--- src/rtl/clut_pkg.sv ---
package clut_pkg;
    localparam int IDX_W   = 8;
    localparam int COMP_W  = 8;
    localparam int DATA_W  = 32;
    localparam int ADDR_W  = 4;
    localparam int NCOMP   = 3;
    localparam int ENTRIES = 1 << IDX_W;

    localparam logic [ADDR_W-1:0] OFF_INDEX = 4'h0;
    localparam logic [ADDR_W-1:0] OFF_COLOR = 4'h4;

    typedef enum logic [1:0] {
        PH_RED = 2'd0,
        PH_GRN = 2'd1,
        PH_BLU = 2'd2
    } phase_t;

    typedef enum logic [1:0] {
        ACC_NONE  = 2'd0,
        ACC_INDEX = 2'd1,
        ACC_COLOR = 2'd2
    } acc_t;

    typedef struct packed {
        logic [NCOMP-1:0]  we;
        logic [IDX_W-1:0]  idx;
        logic [COMP_W-1:0] data;
    } pal_wr_t;

    function automatic logic [NCOMP-1:0] phase_mask(phase_t ph);
        logic [NCOMP-1:0] m;
        m = '0;
        for (int i = 0; i < NCOMP; i++)
            if (ph == phase_t'(i)) m[i] = 1'b1;
        return m;
    endfunction

    function automatic phase_t phase_next(phase_t ph);
        return (ph == PH_BLU) ? PH_RED : phase_t'(ph + 2'd1);
    endfunction
endpackage

--- src/rtl/clut_decode.sv ---
module clut_decode
    import clut_pkg::*;
#(
    parameter int AW = ADDR_W
) (
    input  logic          valid,
    input  logic          write,
    input  logic [AW-1:0] addr,
    input  logic [3:0]    be,
    input  logic          busy,
    output acc_t          kind
);
    logic full_word;
    logic aligned;

    always_comb begin
        full_word = valid && write && (be == 4'b1111) && !busy;
        aligned   = (addr[1:0] == 2'b00);
        kind      = ACC_NONE;
        if (full_word && aligned) begin
            if (addr == OFF_INDEX)      kind = ACC_INDEX;
            else if (addr == OFF_COLOR) kind = ACC_COLOR;
        end
    end
endmodule

--- src/rtl/clut_seq.sv ---
module clut_seq
    import clut_pkg::*;
#(
    parameter int IW = IDX_W
) (
    input  logic          clk,
    input  logic          rst,
    input  acc_t          kind,
    input  logic [IW-1:0] new_idx,
    output logic [IW-1:0] cur_idx,
    output phase_t        cur_phase,
    output logic [NCOMP-1:0] wr_mask
);
    always_ff @(posedge clk) begin
        if (rst) begin
            cur_idx   <= '0;
            cur_phase <= PH_RED;
        end else begin
            case (kind)
                ACC_INDEX: begin
                    cur_idx   <= new_idx;
                    cur_phase <= PH_RED;
                end
                ACC_COLOR: begin
                    cur_phase <= phase_next(cur_phase);
                    if (cur_phase == PH_BLU) cur_idx <= cur_idx + 1'b1;
                end
                default: ;
            endcase
        end
    end

    always_comb wr_mask = (kind == ACC_COLOR) ? phase_mask(cur_phase) : '0;
endmodule

--- src/rtl/clut_init.sv ---
module clut_init
    import clut_pkg::*;
#(
    parameter int IW = IDX_W
) (
    input  logic          clk,
    input  logic          rst,
    output logic          busy,
    output logic [IW-1:0] sweep_idx,
    output logic          sweep_last
);
    always_ff @(posedge clk) begin
        if (rst) begin
            busy      <= 1'b1;
            sweep_idx <= '0;
        end else if (busy) begin
            sweep_idx <= sweep_idx + 1'b1;
            if (sweep_last) busy <= 1'b0;
        end
    end

    always_comb sweep_last = (sweep_idx == {IW{1'b1}});
endmodule

--- src/rtl/clut_loader.sv ---
module clut_loader
    import clut_pkg::*;
(
    input  logic              clk,
    input  logic              rst,
    input  logic              bus_valid,
    input  logic              bus_write,
    input  logic [ADDR_W-1:0] bus_addr,
    input  logic [3:0]        bus_be,
    input  logic [DATA_W-1:0] bus_wdata,
    output logic [DATA_W-1:0] bus_rdata,
    output logic [NCOMP-1:0]  pal_we,
    output logic [IDX_W-1:0]  pal_idx,
    output logic [COMP_W-1:0] pal_data,
    output logic              refresh_valid,
    output logic [IDX_W-1:0]  refresh_idx,
    output logic              init_busy,
    output logic [IDX_W-1:0]  st_index,
    output logic [1:0]        st_phase
);
    acc_t              kind;
    logic [IDX_W-1:0]  cur_idx;
    phase_t            cur_phase;
    logic [NCOMP-1:0]  wr_mask;
    logic              busy;
    logic [IDX_W-1:0]  sweep_idx;
    logic              sweep_last;
    logic [COMP_W-1:0] top_byte;
    pal_wr_t           wr_next;
    pal_wr_t           wr_q;
    logic              ref_q;
    logic [IDX_W-1:0]  ref_idx_q;

    assign top_byte = bus_wdata[DATA_W-1 -: COMP_W];

    clut_decode #(.AW(ADDR_W)) u_dec (
        .valid(bus_valid), .write(bus_write), .addr(bus_addr),
        .be(bus_be), .busy(busy), .kind(kind)
    );

    clut_seq #(.IW(IDX_W)) u_seq (
        .clk(clk), .rst(rst), .kind(kind), .new_idx(top_byte[IDX_W-1:0]),
        .cur_idx(cur_idx), .cur_phase(cur_phase), .wr_mask(wr_mask)
    );

    clut_init #(.IW(IDX_W)) u_init (
        .clk(clk), .rst(rst), .busy(busy),
        .sweep_idx(sweep_idx), .sweep_last(sweep_last)
    );

    always_comb begin
        if (busy) begin
            wr_next.we   = {NCOMP{1'b1}};
            wr_next.idx  = sweep_idx;
            wr_next.data = sweep_last ? {COMP_W{1'b1}} : '0;
        end else begin
            wr_next.we   = wr_mask;
            wr_next.idx  = cur_idx;
            wr_next.data = top_byte;
        end
    end

    always_ff @(posedge clk) begin
        if (rst) begin
            wr_q      <= '0;
            ref_q     <= 1'b0;
            ref_idx_q <= '0;
        end else begin
            wr_q      <= wr_next;
            ref_q     <= |wr_next.we;
            ref_idx_q <= wr_next.idx;
        end
    end

    assign bus_rdata     = '0;
    assign pal_we        = wr_q.we;
    assign pal_idx       = wr_q.idx;
    assign pal_data      = wr_q.data;
    assign refresh_valid = ref_q;
    assign refresh_idx   = ref_idx_q;
    assign init_busy     = busy;
    assign st_index      = cur_idx;
    assign st_phase      = cur_phase;
endmodule

--- config.mk ---
export PLATFORM = sky130hd
export DESIGN_NAME = clut_loader
export DESIGN_NICKNAME = d
export VERILOG_FILES = /design/src/rtl/clut_pkg.sv /design/src/rtl/clut_decode.sv /design/src/rtl/clut_seq.sv /design/src/rtl/clut_init.sv /design/src/rtl/clut_loader.sv
export SDC_FILE = /design/constraint.sdc
export NUM_CORES = 1
export LEC_CHECK = 0
export BUFFER_PORTS_ARGS = -buffer_cell sky130_fd_sc_hd__buf_2
export CORE_ASPECT_RATIO = 2
export CORE_MARGIN = 2
export CORE_UTILIZATION = 47
export CTS_CLUSTER_DIAMETER = 150
export DETAILED_ROUTE_END_ITERATION = 7
export PLACE_DENSITY = 0.85
export RECOVER_POWER = 25
export SLEW_MARGIN = 20
export SYNTH_ARGS = -nofsm -noshare
export SYNTH_HDL_FRONTEND = slang
export SYNTH_SLANG_ARGS = --single-unit
--- constraint.sdc ---
create_clock -name clk -period 5.9 [get_ports clk]
set_clock_uncertainty 0.15 [all_clocks]
set_input_delay 1.18 -clock clk [delete_from_list [all_inputs] [get_ports clk]]
set_output_delay 1.18 -clock clk [all_outputs]
set_load 0.02 [all_outputs]
# Word level (Yosys, flattened, before mapping)
# Cells that the tools add are included.
word_totals:
  ff_bits: 39
  in_bits: 44
  output_inout_bits: 71
  elab_cells: 45
op_classes:
  add_sub_neg: 3
  n_eq_ne: 8
  n_mux: 15
  n_reduce_logical: 11
ops:
  columns: ["op", "n"]
  rows:
  - ["19-bit two-way mux", 1]
  - ["8-bit by 1-bit adder with 8-bit output, second input constant", 2]
  - ["8-bit two-way mux", 2]
  - ["8-bit case mux with 2 select lines", 1]
  - ["8-bit == test, second input constant", 1]
  - ["2-bit two-way mux", 4]
  - ["1-bit two-way mux", 5]
  - ["2-bit by 1-bit == test with 1-bit output, second input constant", 2]
  - ["2-bit == test, second input constant", 2]
  - ["4-bit by 3-bit == test with 1-bit output, second input constant", 1]
  - ["4-bit == test, second input constant", 1]
  - ["1-bit logical AND", 4]
  - ["2-bit logical NOT", 2]
  - ["4-bit logical NOT", 1]
  - ["2-bit case mux with 2 select lines", 1]
  - ["3-bit two-way mux", 1]
  - ["3-bit OR reduction", 1]
  - ["2-bit by 1-bit adder with 2-bit output, second input constant", 1]
  - ["2-bit inequality test, second input constant", 1]
  - ["2-bit AND reduction", 1]
  - ["2-bit nonzero test", 1]
  - ["1-bit logical NOT", 1]

# Depth between registers and ports, before layout
logic_depth:
  depth_word: 9
  ltp_mapped: 11
  ltp_nobuf: 9

# Cells and area by module
# From an unflattened synthesis, not the netlist that was laid out.
hier_totals:
  cells_unflattened: 233
  area_unflattened_um2: 2031.9
by_module_without_submodules:
  columns: ["mod", "instances", "cells_each", "area_each_um2", "seq_area_each_um2"]
  rows:
  - ["clut_loader", 1, 106, 973.4, 400.4]
  - ["clut_seq", 1, 79, 626.9, 200.2]
  - ["clut_init", 1, 42, 379.1, 180.2]
  - ["clut_decode", 1, 6, 52.6, 0.0]

# Least setup slack after synthesis
# No wires, ideal clock.
synth_timing:
  kind: "input to register"
  start: "in bus_addr[1]"
  end: "reg u_seq.cur_idx[3]"
  setup_time_ps: 74
  arrival_ps: 3129
  slack_ps: 2546
  path_stages: 10
  cell_sequence: "or4_1 > nor3_1 > and2_1 > ha_1 > buf_4 > and3b_1 > buf_6 > nand3_2 > or3b_1 > a31oi_1"
synth_via:
  elab_chain_len: 7
  elab_cells_between_ends: 13
  classes_between: "eq/ne: 4; mux: 4; reduce/logical: 5"
synth_lines:
  columns: ["element", "line", "rtl"]
  rows:
  - ["start, declared", "clut_loader.sv:8", "input logic [ADDR_W-1:0] bus_addr,"]
  - ["4-bit by 3-bit == test with 1-bit output", "clut_decode.sv:22", "else if (addr == OFF_COLOR) kind = ACC_COLOR;"]
  - ["2-bit two-way mux", "clut_decode.sv:22", null]
  - ["2-bit two-way mux", "clut_decode.sv:21", "if (addr == OFF_INDEX) kind = ACC_INDEX;"]
  - ["2-bit two-way mux *", "clut_decode.sv:20", "if (full_word && aligned) begin"]
  - ["2-bit == test or 2-bit by 1-bit == test with 1-bit output (tied branches)", "clut_seq.sv:19", "case (kind)"]
  - ["2-bit inequality test (no line) or 2-bit nonzero test (tied branches)", null, null]
  - ["2-bit AND reduction (no line)", null, null]
  - ["end signal, assigned", "clut_seq.sv:21", "cur_idx <= new_idx;"]
  - ["end signal, assigned", "clut_seq.sv:26", "if (cur_phase == PH_BLU) cur_idx <= cur_idx + 1'b1;"]
  - ["end, declared", "clut_seq.sv:10", "output logic [IW-1:0] cur_idx,"]
# Every way passes the cells marked *; elsewhere a longest branch is shown, timed or not.
# A chain may end at the register's enable or synchronous reset.

# Worst setup path after layout
# Same ends and word-level chain as after synthesis.

==> reports/results.tsv <==
metric	value	unit
Tcrit/Tclk final	0.630	
chip width	49.9	um
Worst Hold Endpoint	u_seq.cur_idx[7]$_SDFFE_PP0P_	
post-synthesis register bit count	39	
Synth Area per Inst	8.68	um^2
CTS sink cnt	39	
Worst-Skew Late Latency	290	ps
post-cts resize count	0	
violated checks	max-capacitance violations, max-slew violations	
most common cell after layout, fill and taps aside	buf_2	
Pleak	1.09	nW
RSZ-0062 raised after global routing	no	
Initial Util	0.484	
DRT antenna net count	0	
synth warn	0	
max-cap viol count	1	
total power	0.544	mW
post-layout net count	323	
synth unique cells	39	
vias per inst	4.93	
clock root buffer master	clkbuf_8	
status	finished, violations left	
die height	95.7	um
Worst Max-Slew Pin Slew	1650	ps
Critical Path RT	5940	ps
Clock Path Buffers	2	
I/O Buffers	58	
Synth Instances	228	
TritonCTS clock tree	built	
Startpoint Class	input pin	
num rows	33	
arrival time worst endpoint	3760	ps
Fmax	0.269	GHz
peak supply drop	0.000133	V
reg-to-reg critical path startpoint	u_init.busy$_SDFF_PP1_	
P per Cell Area	245	mW/mm^2
vias in the first global route	1429	
Util after Layout	0.543	
Hold Crit Class	flip-flop to flip-flop	
GRT overflow	0	
Post-synth EDFFs	0	
clk slew on worst S/H paths	80	ps
crit-path cells	buf_2 -> or4_1 -> nor3_1 -> and2_1 -> ha_1 -> and3b_1 -> nand3_2 -> or3b_1 -> a31oi_1	
All-Layer GR Usage	0.173	
Remaining DRCs	0	
setup bufs post-CTS	0	
Die Area	0.00478	mm^2
fraction of layout cells with a size suffix above 1	0.264	
Worst Setup End Kind	flip-flop	
Pins Over Slew Limit	40	
setup violators final	0	
number of diodes	0	
r2r setup slk	2830	ps
most frequent cells in the layout	buf_2 (57), dfxtp_1 (39), conb_1 (32)	
H-tree levels	2	
core area	0.00409	mm^2
asr flop ratio synth	0	
reg-to-reg endpoint	u_seq.cur_idx[3]$_SDFFE_PP0P_	
largest net degree at the start of global routing	40	
Top Ports	115	
DRT Pass-1 Iters	4	
Final Hold Viols	0	
ys flop type	dfxtp_1	
GPL Wtd Cong	0.840	
Vias	1618	
peak per-stage delay on the critical path	510	ps
Critical-path top delay cell	ha_1	
first-pass GRT wire length	6250	um
TNS Setup	0	ps
Rel. slew slack	-0.101	
hold buffer count at cts	0	
Mapped Area	0.00198	mm^2
CTS buffer count	5	
sequential share of the synthesized area	0.395	
Hold Path Origin	u_seq.cur_idx[7]$_SDFFE_PP0P_	
antenna violations before repair	0	
worst hold stages	2	
Syn-to-layout area delta	12.1	%
R2R cell count	8	
crit-path max FO	18	
DRT iter0 DRCs	44	
Final min period	3720	ps
wirelength, routed	4010	um
WL/cell	12.2	um
kind of critical path	input pin to flip-flop	
Post-DP HPWL	3080	um
==> cell families (layout without fill, tap and decap cells) <==
group | count (synthesis) | after routing | share of synthesized area
and+or+nand+nor | 80 | 80 | 0.208
buffers and inverters | 54 | 71 | 0.187
DFF | 39 | 39 | 0.395
AOI/OAI and AO/OA | 35 | 35 | 0.110
muxes | 10 | 10 | 0.0506
xor gates and xnor gates | 5 | 5 | 0.0221
adders and majority gates | 4 | 4 | 0.0253
other | 1 | 32 | 0.00190
==> worst max path at each step <==
stage | cells past startpoint | to | slack [ps] | startpoint
floorplan | 10 | u_seq.cur_idx[3]$_SDFFE_PP0P_ | 2550 | bus_addr[1]
global placement | 9 | u_seq.cur_idx[7]$_SDFFE_PP0P_ | 1950 | bus_addr[1]
detailed placement | 9 | u_seq.cur_idx[3]$_SDFFE_PP0P_ | 1880 | bus_addr[1]
CTS | 9 | u_seq.cur_idx[3]$_SDFFE_PP0P_ | 2180 | bus_addr[1]
global route | 9 | u_seq.cur_idx[3]$_SDFFE_PP0P_ | 1990 | bus_addr[1]
finish | 9 | u_seq.cur_idx[3]$_SDFFE_PP0P_ | 2180 | bus_addr[1]
==> cell type report <==
class	count	area (um^2)
timing repair buffer	59	297
inverter	4	15.0
fill	400	1870
clock buffer	6	82.6
tap	52	65.1
clock inverter	2	35.0
multi-input combinational	166	943
sequential	39	781
==> flip-flops by register name (all words and copies together), names as in the netlist <==
| name | cells |
|---|---|
| pal_data | 8 |
| refresh_idx | 8 |
| u_init.sweep_idx | 8 |
| u_seq.cur_idx | 8 |
| pal_we | 3 |
| u_seq.cur_phase | 2 |
| refresh_valid | 1 |
| u_init.busy | 1 |
==> worst max-delay path, delay by kind of cell <==
family	cells	cell delay [ps]
fa+ha+maj	1	510
compound gates	1	180
simple gates	6	1800
buf+inv	1	90
==> through the flow <==
| step | cells | cell area (um^2) | setup WS (ps) | hold WS, ps |
|---|---|---|---|---|
| 4_1_cts | 328 | 2220 | 2180 | 358 |
| 2_1_floorplan | 259 | 2090 | 2550 | 316 |
| 3_5_place_dp | 320 | 2100 | 1880 | 348 |
| 3_3_place_gp | 320 | 2100 | 1950 | 326 |
| 5_1_grt | 328 | 2220 | 1990 | 392 |
| 6_report | 328 | 2220 | 2180 | 354 |
==> power by group <==
| part | total [mW] | switching (mW) | internal (mW) | leakage, nW |
|---|---|---|---|---|
| clock | 0.229 | 0.0922 | 0.137 | 0.0612 |
| combinational | 0.0449 | 0.0341 | 0.0108 | 0.713 |
| sequential | 0.270 | 0.00279 | 0.267 | 0.317 |
==> cells in the mapped netlist, types with 5 or more instances <==
cell type	number	area (um^2)
a21oi_1	15	75.1
buf_4	42	315
clkbuf_1	5	18.8
dfxtp_1	39	781
mux2i_1	10	100
nand2_1	14	52.6
nand2b_1	9	56.3
nand3_1	5	25.0
nor2_1	29	109
o21ai_0	7	35.0
==> per-layer routing <==
layer  global-route usage  part of all wire  vias up
li1                     -                 -      785
met1                0.165              0.33      744
met2                0.326              0.57       74
met3               0.0280             0.056       15
met4                0.125             0.051        0
met5                    0                 0        -
Power figures use the tool's default switching activity.
